[src/rtl/uart_os16_rx_pkg.sv]
package uart_os16_rx_pkg;

  typedef enum logic [1:0] {
    ST_IDLE  = 2'd0,
    ST_START = 2'd1,
    ST_DATA  = 2'd2,
    ST_STOP  = 2'd3
  } rx_state_e;

  function automatic logic maj3(input logic a, input logic b, input logic c);
    return (a & b) | (a & c) | (b & c);
  endfunction

endpackage

[src/rtl/rx_sync_chain.sv]
module rx_sync_chain #(
  parameter int   STAGES  = 2,
  parameter logic RST_VAL = 1'b0
) (
  input  logic clk,
  input  logic rst_n,
  input  logic d,
  output logic q
);

  logic [STAGES-1:0] ff_q;
  logic [STAGES-1:0] ff_d;

  always_comb begin
    ff_d = {ff_q[STAGES-2:0], d};
  end

  always_ff @(posedge clk or negedge rst_n) begin
    if (!rst_n) begin
      ff_q <= {STAGES{RST_VAL}};
    end else begin
      ff_q <= ff_d;
    end
  end

  assign q = ff_q[STAGES-1];

endmodule

[src/rtl/rx_edge_hist.sv]
module rx_edge_hist #(
  parameter int DEPTH = 3
) (
  input  logic clk,
  input  logic rst_n,
  input  logic tick,
  input  logic rx,
  output logic fall_o,
  output logic clean_o
);

  logic [DEPTH-1:0] hist_q;
  logic [DEPTH-1:0] hist_d;

  always_comb begin
    hist_d = hist_q;
    if (tick) begin
      hist_d = {hist_q[DEPTH-2:0], rx};
    end
  end

  always_ff @(posedge clk or negedge rst_n) begin
    if (!rst_n) begin
      hist_q <= '0;
    end else begin
      hist_q <= hist_d;
    end
  end

  // falling edge: newest prior sample high, current sample low
  assign fall_o  = tick & ~rx & hist_q[0];
  assign clean_o = &hist_q;

endmodule

[src/rtl/rx_centre_vote.sv]
module rx_centre_vote
  import uart_os16_rx_pkg::*;
#(
  parameter int OVS  = 16,
  parameter int IDXW = $clog2(OVS)
) (
  input  logic            clk,
  input  logic            rst_n,
  input  logic            tick,
  input  logic [IDXW-1:0] idx,
  input  logic            rx,
  output logic            decide_o,
  output logic            bit_o,
  output logic            split_o,
  output logic            any_one_o
);

  localparam logic [IDXW-1:0] I_A = IDXW'(OVS/2 - 1);
  localparam logic [IDXW-1:0] I_B = IDXW'(OVS/2);
  localparam logic [IDXW-1:0] I_C = IDXW'(OVS/2 + 1);

  logic a_q, a_d;
  logic b_q, b_d;

  always_comb begin
    a_d = a_q;
    b_d = b_q;
    if (tick && (idx == I_A)) a_d = rx;
    if (tick && (idx == I_B)) b_d = rx;
  end

  always_ff @(posedge clk or negedge rst_n) begin
    if (!rst_n) begin
      a_q <= 1'b0;
      b_q <= 1'b0;
    end else begin
      a_q <= a_d;
      b_q <= b_d;
    end
  end

  // third sample is taken live on the deciding tick
  assign decide_o  = tick && (idx == I_C);
  assign bit_o     = maj3(a_q, b_q, rx);
  assign split_o   = ~((a_q == b_q) && (b_q == rx));
  assign any_one_o = a_q | b_q | rx;

endmodule

[src/rtl/uart_os16_rx.sv]
module uart_os16_rx
  import uart_os16_rx_pkg::*;
#(
  parameter int OVS         = 16,
  parameter int DATA_BITS   = 8,
  parameter int SYNC_STAGES = 2,
  parameter int EDGE_DEPTH  = 3
) (
  input  logic                 clk,
  input  logic                 rst_n,
  input  logic                 rx_i,
  input  logic                 sample_tick,
  output logic [DATA_BITS-1:0] rx_data,
  output logic                 rx_valid,
  output logic                 noise_err,
  output logic                 frame_err
);

  localparam int IDXW = $clog2(OVS);
  localparam int BITW = (DATA_BITS > 1) ? $clog2(DATA_BITS) : 1;
  // start-bit early check slots (samples 3, 5, 7 as zero-based indices)
  localparam logic [IDXW-1:0] E1 = IDXW'(OVS/8);
  localparam logic [IDXW-1:0] E2 = IDXW'(OVS/4);
  localparam logic [IDXW-1:0] E3 = IDXW'(3*OVS/8);
  localparam logic [BITW-1:0] LAST_BIT = BITW'(DATA_BITS - 1);

  logic rst_sync_n;
  logic rx_s;

  rx_sync_chain #(.STAGES(2), .RST_VAL(1'b0)) u_rst_sync (
    .clk   (clk),
    .rst_n (rst_n),
    .d     (1'b1),
    .q     (rst_sync_n)
  );

  rx_sync_chain #(.STAGES(SYNC_STAGES), .RST_VAL(1'b1)) u_rx_sync (
    .clk   (clk),
    .rst_n (rst_sync_n),
    .d     (rx_i),
    .q     (rx_s)
  );

  logic fall, clean;

  rx_edge_hist #(.DEPTH(EDGE_DEPTH)) u_hist (
    .clk     (clk),
    .rst_n   (rst_sync_n),
    .tick    (sample_tick),
    .rx      (rx_s),
    .fall_o  (fall),
    .clean_o (clean)
  );

  rx_state_e            state_q, state_d;
  logic [IDXW-1:0]      idx_q, idx_d;
  logic [BITW-1:0]      bitn_q, bitn_d;
  logic [DATA_BITS-1:0] shreg_q, shreg_d;
  logic                 noise_q, noise_d;
  logic [DATA_BITS-1:0] data_q, data_d;
  logic                 nout_q, nout_d;
  logic                 ferr_q, ferr_d;
  logic                 valid_q, valid_d;

  logic [IDXW-1:0] cur_idx;
  logic            decide, vbit, split, any_one, early_hit;

  // index of the sample taken on the current tick
  assign cur_idx = (state_q == ST_IDLE) ? '0 : (idx_q + 1'b1);

  rx_centre_vote #(.OVS(OVS), .IDXW(IDXW)) u_vote (
    .clk       (clk),
    .rst_n     (rst_sync_n),
    .tick      (sample_tick),
    .idx       (cur_idx),
    .rx        (rx_s),
    .decide_o  (decide),
    .bit_o     (vbit),
    .split_o   (split),
    .any_one_o (any_one)
  );

  assign early_hit = rx_s && ((cur_idx == E1) || (cur_idx == E2) || (cur_idx == E3));

  always_comb begin
    state_d = state_q;
    idx_d   = idx_q;
    bitn_d  = bitn_q;
    shreg_d = shreg_q;
    noise_d = noise_q;
    data_d  = data_q;
    nout_d  = nout_q;
    ferr_d  = ferr_q;
    valid_d = 1'b0;
    unique case (state_q)
      ST_IDLE: begin
        if (fall) begin
          state_d = ST_START;
          idx_d   = '0;
          noise_d = ~clean;
          nout_d  = 1'b0;
          ferr_d  = 1'b0;
        end
      end
      ST_START: begin
        if (sample_tick) begin
          idx_d = cur_idx;
          if (early_hit) noise_d = 1'b1;
          if (decide) begin
            if (any_one) noise_d = 1'b1;
            if (vbit)    state_d = ST_IDLE;
          end
          if (cur_idx == '0) begin
            state_d = ST_DATA;
            bitn_d  = '0;
          end
        end
      end
      ST_DATA: begin
        if (sample_tick) begin
          idx_d = cur_idx;
          if (decide) begin
            shreg_d = {vbit, shreg_q[DATA_BITS-1:1]};
            if (split) noise_d = 1'b1;
          end
          if (cur_idx == '0) begin
            if (bitn_q == LAST_BIT) state_d = ST_STOP;
            else                    bitn_d  = bitn_q + 1'b1;
          end
        end
      end
      ST_STOP: begin
        if (sample_tick && decide) begin
          data_d  = shreg_q;
          nout_d  = noise_q | split;
          ferr_d  = ~vbit;
          valid_d = 1'b1;
          state_d = ST_IDLE;
        end else if (sample_tick) begin
          idx_d = cur_idx;
        end
      end
      default: state_d = ST_IDLE;
    endcase
  end

  always_ff @(posedge clk or negedge rst_sync_n) begin
    if (!rst_sync_n) begin
      state_q <= ST_IDLE;
      idx_q   <= '0;
      bitn_q  <= '0;
      shreg_q <= '0;
      noise_q <= 1'b0;
      data_q  <= '0;
      nout_q  <= 1'b0;
      ferr_q  <= 1'b0;
      valid_q <= 1'b0;
    end else begin
      state_q <= state_d;
      idx_q   <= idx_d;
      bitn_q  <= bitn_d;
      shreg_q <= shreg_d;
      noise_q <= noise_d;
      data_q  <= data_d;
      nout_q  <= nout_d;
      ferr_q  <= ferr_d;
      valid_q <= valid_d;
    end
  end

  assign rx_data   = data_q;
  assign rx_valid  = valid_q;
  assign noise_err = nout_q;
  assign frame_err = ferr_q;

endmodule

[config.mk]
export PLATFORM = sky130hd
export DESIGN_NAME = uart_os16_rx
export DESIGN_NICKNAME = d
export VERILOG_FILES = /design/src/rtl/uart_os16_rx_pkg.sv /design/src/rtl/rx_sync_chain.sv /design/src/rtl/rx_edge_hist.sv /design/src/rtl/rx_centre_vote.sv /design/src/rtl/uart_os16_rx.sv
export SDC_FILE = /design/constraint.sdc
export NUM_CORES = 1
export LEC_CHECK = 0
export ABC_AREA = 1
export BUFFER_PORTS_ARGS = -buffer_cell sky130_fd_sc_hd__buf_2
export CELL_PAD_IN_SITES_DETAIL_PLACEMENT = 0
export CELL_PAD_IN_SITES_GLOBAL_PLACEMENT = 1
export CORE_ASPECT_RATIO = 1.2
export CORE_MARGIN = 2
export CORE_UTILIZATION = 45
export CTS_CLUSTER_DIAMETER = 40
export DETAILED_ROUTE_END_ITERATION = 16
export PLACE_DENSITY = 0.88
export SETUP_SLACK_MARGIN = 0.2
export SYNTH_ARGS = -nofsm -noshare
export SYNTH_HDL_FRONTEND = slang
export SYNTH_SLANG_ARGS = --single-unit
[constraint.sdc]
create_clock -name clk -period 1.6 [get_ports clk]
set_clock_uncertainty 0.2 [all_clocks]
set_input_delay 0.08 -clock clk [delete_from_list [all_inputs] [get_ports clk]]
set_output_delay 0.08 -clock clk [all_outputs]
set_load 0.03 [all_outputs]
Yosys cells after proc, flatten, opt, wreduce, memory -nomap -nowiden
Cells that the tools add are included.

cells by class
  reductions and logical operators = 22
  equal/unequal tests = 25
  multiplexer cells = 37
  add/sub/neg operators = 2
  bitwise gates (word level) = 14

operators with widths
  operator               count
  $ne A2 B2 Y1 const B   11
  $mux W2                9
  $mux W4                4
  $mux W3                5
  $mux W1                13
  $eq A4 B3 Y1 const B   3
  $pmux W4 S3            1
  $reduce_and A6 Y1      2
  $reduce_and A3 Y1      3
  $eq A4 B4 Y1 const B   2
  $pmux W2 S4            1
  $reduce_and A8 Y1      1
  $logic_and A1 B1 Y1    6
  $ne A3 B3 Y1 const B   2
  $pmux W3 S2            1
  $and A1 B1 Y1          5
  $or A1 B1 Y1           5
  $add A4 B1 Y4 const B  1
  $eq A2 B2 Y1 const B   2
  $eq A4 B2 Y1 const B   1
  $logic_not A4 Y1       1
  $not A1 Y1             4
  $pmux W1 S2            2
  $reduce_and A2 Y1      2
  other kinds (10)       13

word-level totals
  output and inout port bits = 11
  flip-flop bits (word level) = 38

Logic depth before layout (Yosys ltp)
  depth after elaboration = 11
  gate-level depth with buffers = 12

Modules after synthesis
A second synthesis with hierarchy kept.

second synthesis, totals
  cell total of the unflattened synthesis = 227
  area total of the unflattened synthesis = 1906.8 µm²

modules (own cells, without submodules)
  module                      cells each  area an instance (µm²)  times used
  uart_os16_rx                175         1468.9                  1
  rx_centre_vote              29          200.2                   1
  rx_edge_hist                19          135.1                   1
  rx_sync_chain (u_rx_sync)   2           52.6                    1
  rx_sync_chain (u_rst_sync)  2           50.0                    1

Least setup slack after synthesis
Ideal clock, no wire load.

  kind = register to register
  from = reg state_q[0]
  to = reg data_q[3], in the netlist rx_data[3]
  required time = 1282 ps
  arrival = 1638 ps
  path buffers = 1
  setup slack = -356 ps
  cell stages (with the launch flop) = 12
  path through = dfrtp_1 > inv_1 > ha_1 > nor2_1 > nand3b_1 > nor2_4 > nand2_4 > nor2_8 > inv_4 > buf_6 > nand2_2 > o21ai_2

between the ends
  longest elaborated chain between the ends = 6
  elaborated cells on any way between the ends = 7
  those cells by class = 2 x eq/ne; 1 x mux; 4 x reduce/logical

ends and longest elaborated chain
  item                                    RTL line              text
  start, declared                         uart_os16_rx.sv:55    rx_state_e state_q, state_d;
  start signal, assigned                  uart_os16_rx.sv:159   state_q <= state_d;
  $logic_not A2 Y1                        uart_os16_rx.sv:69    assign cur_idx = (state_q == ST_IDLE) ? '0 : (idx_q + 1'b1);
  $mux W4                                 uart_os16_rx.sv:69
  $eq A4 B4 Y1                            rx_centre_vote.sv:43  assign decide_o = tick && (idx == I_C);
  $logic_and A1 B1 Y1                     rx_centre_vote.sv:43
  $logic_and A1 B1 Y1                     uart_os16_rx.sv:133   if (sample_tick && decide) begin
  $reduce_and A2 Y1 (no source line) (*)  --
  end signal, assigned                    uart_os16_rx.sv:164   data_q <= data_d;
  end, declared                           uart_os16_rx.sv:60    logic [DATA_BITS-1:0] data_q, data_d;

Every way passes the cells marked *; elsewhere a longest branch is shown, timed or not.
A chain may end at the register's enable or synchronous reset.

==> out/qor.txt <==
result of the run - complete, but fails checks
violated checks - negative setup slack
most frequently used cell type in the post-synthesis netlist - sky130_fd_sc_hd__nand2_1
final core utilization - 0.6422
n_diodes - 0
top flip-flop cell by instance count after synthesis - sky130_fd_sc_hd__dfrtp_1
number of flip-flops and latches in the synthesized netlist - 38
Area contributors post-synth - sky130_fd_sc_hd__dfrtp_1 47%, sky130_fd_sc_hd__nand2_1 11%, sky130_fd_sc_hd__ha_1 6.5%, sky130_fd_sc_hd__inv_1 5.6%, sky130_fd_sc_hd__o21ai_0 3.9%
Final Setup Violations - 30
category of the critical setup timing path - reg -> reg
vertical die dimension - 75.87 um
post-route clock period utilization - 1.149
sequential area share after synthesis - 0.4922
maximum clock insertion buffer count - 2
initial DRC count - 45
area fraction of the dominant cell type after synthesis - 0.4651
total routing resource utilization after global routing - 0.1782
number of iterations in the first detailed-routing pass - 4
Synth Warn # - 0
top fanout value on the critical path - 5
total number of placement rows - 26
first-pass GRT wire length - 6541 um
max-cap violation count - 0
launching point of the worst reg2reg path - idx_q[0]
number of instances in the synthesized netlist - 224
WP data required - 1.58 ns
Root Driver - sky130_fd_sc_hd__clkbuf_8
maximum ir drop on the vdd rail - 0.0009374 V
Synthesized Nets - 238
TritonCTS clock tree - yes
Pwr per Cell Area - 1521 mW/mm^2
remaining antenna violation count after routing - 0
largest stage delay on the critical path - 0.42 ns
cell area after layout - 0.002695 sq mm
Unique masters post-synth - 32
kind of cell adding the most delay to the critical path - simple AND/OR/NAND/NOR gates
number of stages on the worst hold path - 4
leakage power - 0.001409 uW
vias per inst - 4.721
nets@finish - 297
endpoints failing hold - 0
routed wirelength normalized by instance count - 11.84 um
worst-path cell chain - ha_4, nand3b_1, nor2_4, nand2_4, a21oi_2, nand3_1, nand2_1, nand2_1
Cells after DPL - 323
remaining routing DRC violations - 0
final-layout fill cell count - 355
Die W - 63.89 um
largest area contributor in the netlist - sky130_fd_sc_hd__dfrtp_1
kind of start point of the critical path - flop
commonest cells in the synthesized netlist - 59 x sky130_fd_sc_hd__nand2_1, 36 x sky130_fd_sc_hd__dfrtp_1, 29 x sky130_fd_sc_hd__inv_1
share of layout cells above drive strength 1 - 0.3979
Clk pin slew, worst setup/hold paths - 0.08 ns
number of global-route vias before repair - 1541
DP Worst Slack - -0.3198 ns
io pins - 15
Hold Worst Slack - 0.02087 ns
area of combinational cells with multiple inputs - 992.2 sq um
sort of element at the end of the critical path - flop
die area - 0.004847 sq mm
count of placed standard cells in the final layout, fillers left out - 340
initial standard-cell utilization of the core - 0.4615
growth of design area from synthesis to finish - 39.15%
half-perimeter wire length after placement - 2795 um
area inside the core boundary - 0.004197 sq mm
netlist area before placement - 0.001937 sq mm
number of cells on the worst reg-to-reg path - 8
arrival time worst endpoint - 1.82 ns
proportion of synthesized flip-flops having asynchronous set or reset - 1.000
mean cell area of the mapped netlist - 8.647 sq um
Placer Congestion - 0.8542
Slew Viols, Final - 0
hold endpoint - u_vote.b_q
path class of the lowest-slack min-delay path - in -> reg
highest-delay cell along the critical path - sky130_fd_sc_hd__dfrtp_1
wirelength, routed - 4024 um
slack of the worst reg-to-reg path - -0.24 ns
Crit path buffers/inverters - 0
maximum achievable frequency - 543.9 MHz
total via count after detailed routing - 1605
most numerous cell on the critical path - sky130_fd_sc_hd__nand2_1
Sink Count - 38
antenna violations before repair - 0
insertion delay to the later sink of the worst-skew pair - 0.30 ns
total CTS buffers - 5
minimum clock period after layout - 1.838 ns
worst hold start - sample_tick
H-tree lvl count - 2
unrepaired setup endpoints after global routing - yes
total of buffers placed on input and output ports - 14
standard cell area after detailed placement - 0.002310 sq mm
slack of the critical path - -0.2385 ns
maximum number of pins on one net before global-route repair - 37
flip-flop and latch area - 953.4 sq um
Post-synth EDFFs - 0
total global routing overflow - 0
sequential cells by signal, indices dropped and copies added (netlist names), named ones only:
register / count
rx_data: 8
shreg_q: 8
idx_q: 4
bitn_q: 3
u_hist.hist_q: 3
u_rst_sync.ff_q: 2
u_rx_sync.ff_q: 2
frame_err: 1
noise_err: 1
noise_q: 1
rx_valid: 1
state_q: 1
u_vote.a_q: 1
u_vote.b_q: 1
area by class of cell:
type | instances | area share
Clock inverter | 3 | 0.02553
Sequential cell | 38 | 0.3538
Clock buffer | 5 | 0.02553
Timing Repair Buffer | 56 | 0.1518
Tap cell | 56 | 0.02600
Inverter | 32 | 0.04921
Multi-Input combinational cell | 150 | 0.3682
what timing repair did:
item | 4_1_cts | 5_1_grt
gates resized for setup | 30 | 18
endpoints found under the hold margin | 5 | 0
pin swaps | 11 | 3
setup endpoints to repair | 31 | 31
hold buffers | 5 | 0
buffers inserted | 4 | 0
worst max path at each step:
stage,start,to,slack (ns),depth (start not counted)
final,idx_q[0],flop,-0.24,8
after global routing,flop,flop,-0.36,10
after CTS,idx_q[0],idx_q[1],-0.26,9
after detailed placement,flop,idx_q[1],-0.32,12
after global placement,idx_q[0],state_q[0],-0.28,8
after floorplan,idx_q[0],rx_data[3],-0.29,9
worst reg2reg max path, cell delays in order (launching register included):
cell	delay, ns
sky130_fd_sc_hd__dfrtp_1	0.42
sky130_fd_sc_hd__ha_4	0.26
sky130_fd_sc_hd__nand3b_1	0.19
sky130_fd_sc_hd__nor2_4	0.14
sky130_fd_sc_hd__nand2_4	0.11
sky130_fd_sc_hd__a21oi_2	0.20
sky130_fd_sc_hd__nand3_1	0.09
sky130_fd_sc_hd__nand2_1	0.06
sky130_fd_sc_hd__nand2_1	0.06
where the power goes:
part	internal, uW	switching [uW]
clock network	625	351
logic	921	1010
registers	1090	102
through the flow:
stage               power, uW  setup TNS [ns]
floorplan                2082          -6.178
global placement         2727          -6.420
detailed placement       2748          -7.046
CTS                      4027          -5.470
global route             4370          -8.433
finish                   4098          -5.266
per-layer routing:
layer	part of all wire	GRT usage
met1	0.44	0.2013
met2	0.51	0.3194
met3	0.022	0.03988
met4	0.028	0.09179
met5	0	0
placed cells by master (no fill, tap or decap), types with 2 or more instances in the layout:
master,netlist,routed
sky130_fd_sc_hd__nand2_1,59,47
sky130_fd_sc_hd__dfrtp_1,36,36
sky130_fd_sc_hd__buf_4,1,34
sky130_fd_sc_hd__inv_1,29,26
sky130_fd_sc_hd__buf_2,0,14
sky130_fd_sc_hd__o21ai_1,5,13
sky130_fd_sc_hd__nand3_1,13,12
sky130_fd_sc_hd__nand2_2,3,12
sky130_fd_sc_hd__nor2_1,16,11
sky130_fd_sc_hd__o21ai_2,6,9
sky130_fd_sc_hd__ha_1,10,6
sky130_fd_sc_hd__nor2_4,3,5
sky130_fd_sc_hd__clkbuf_8,0,5
sky130_fd_sc_hd__dlygate4sd3_1,0,5
sky130_fd_sc_hd__inv_2,2,4
sky130_fd_sc_hd__nor2_2,1,4
sky130_fd_sc_hd__nand2_4,2,4
sky130_fd_sc_hd__o21ai_0,15,4
sky130_fd_sc_hd__ha_4,0,3
sky130_fd_sc_hd__buf_6,1,3
sky130_fd_sc_hd__nand4_1,2,2
sky130_fd_sc_hd__a21oi_1,3,2
sky130_fd_sc_hd__o21a_1,2,2
sky130_fd_sc_hd__a21oi_2,1,2
sky130_fd_sc_hd__o31ai_1,2,2
sky130_fd_sc_hd__bufinv_16,0,2
sky130_fd_sc_hd__dfstp_2,2,2
cells by family (layout without fill, tap and decap cells):
logic type | Yosys count | in the layout | synth area share
other | 1 | 1 | 0.001936
flip-flops | 38 | 38 | 0.4922
AND/OR/NAND/NOR | 103 | 103 | 0.2494
AO/OA/AOI/OAI | 36 | 36 | 0.1143
adder cells (fa/ha/maj) | 10 | 10 | 0.06460
buffers and inverters | 36 | 96 | 0.07752
Note: power is estimated with default switching activity, not from simulation.
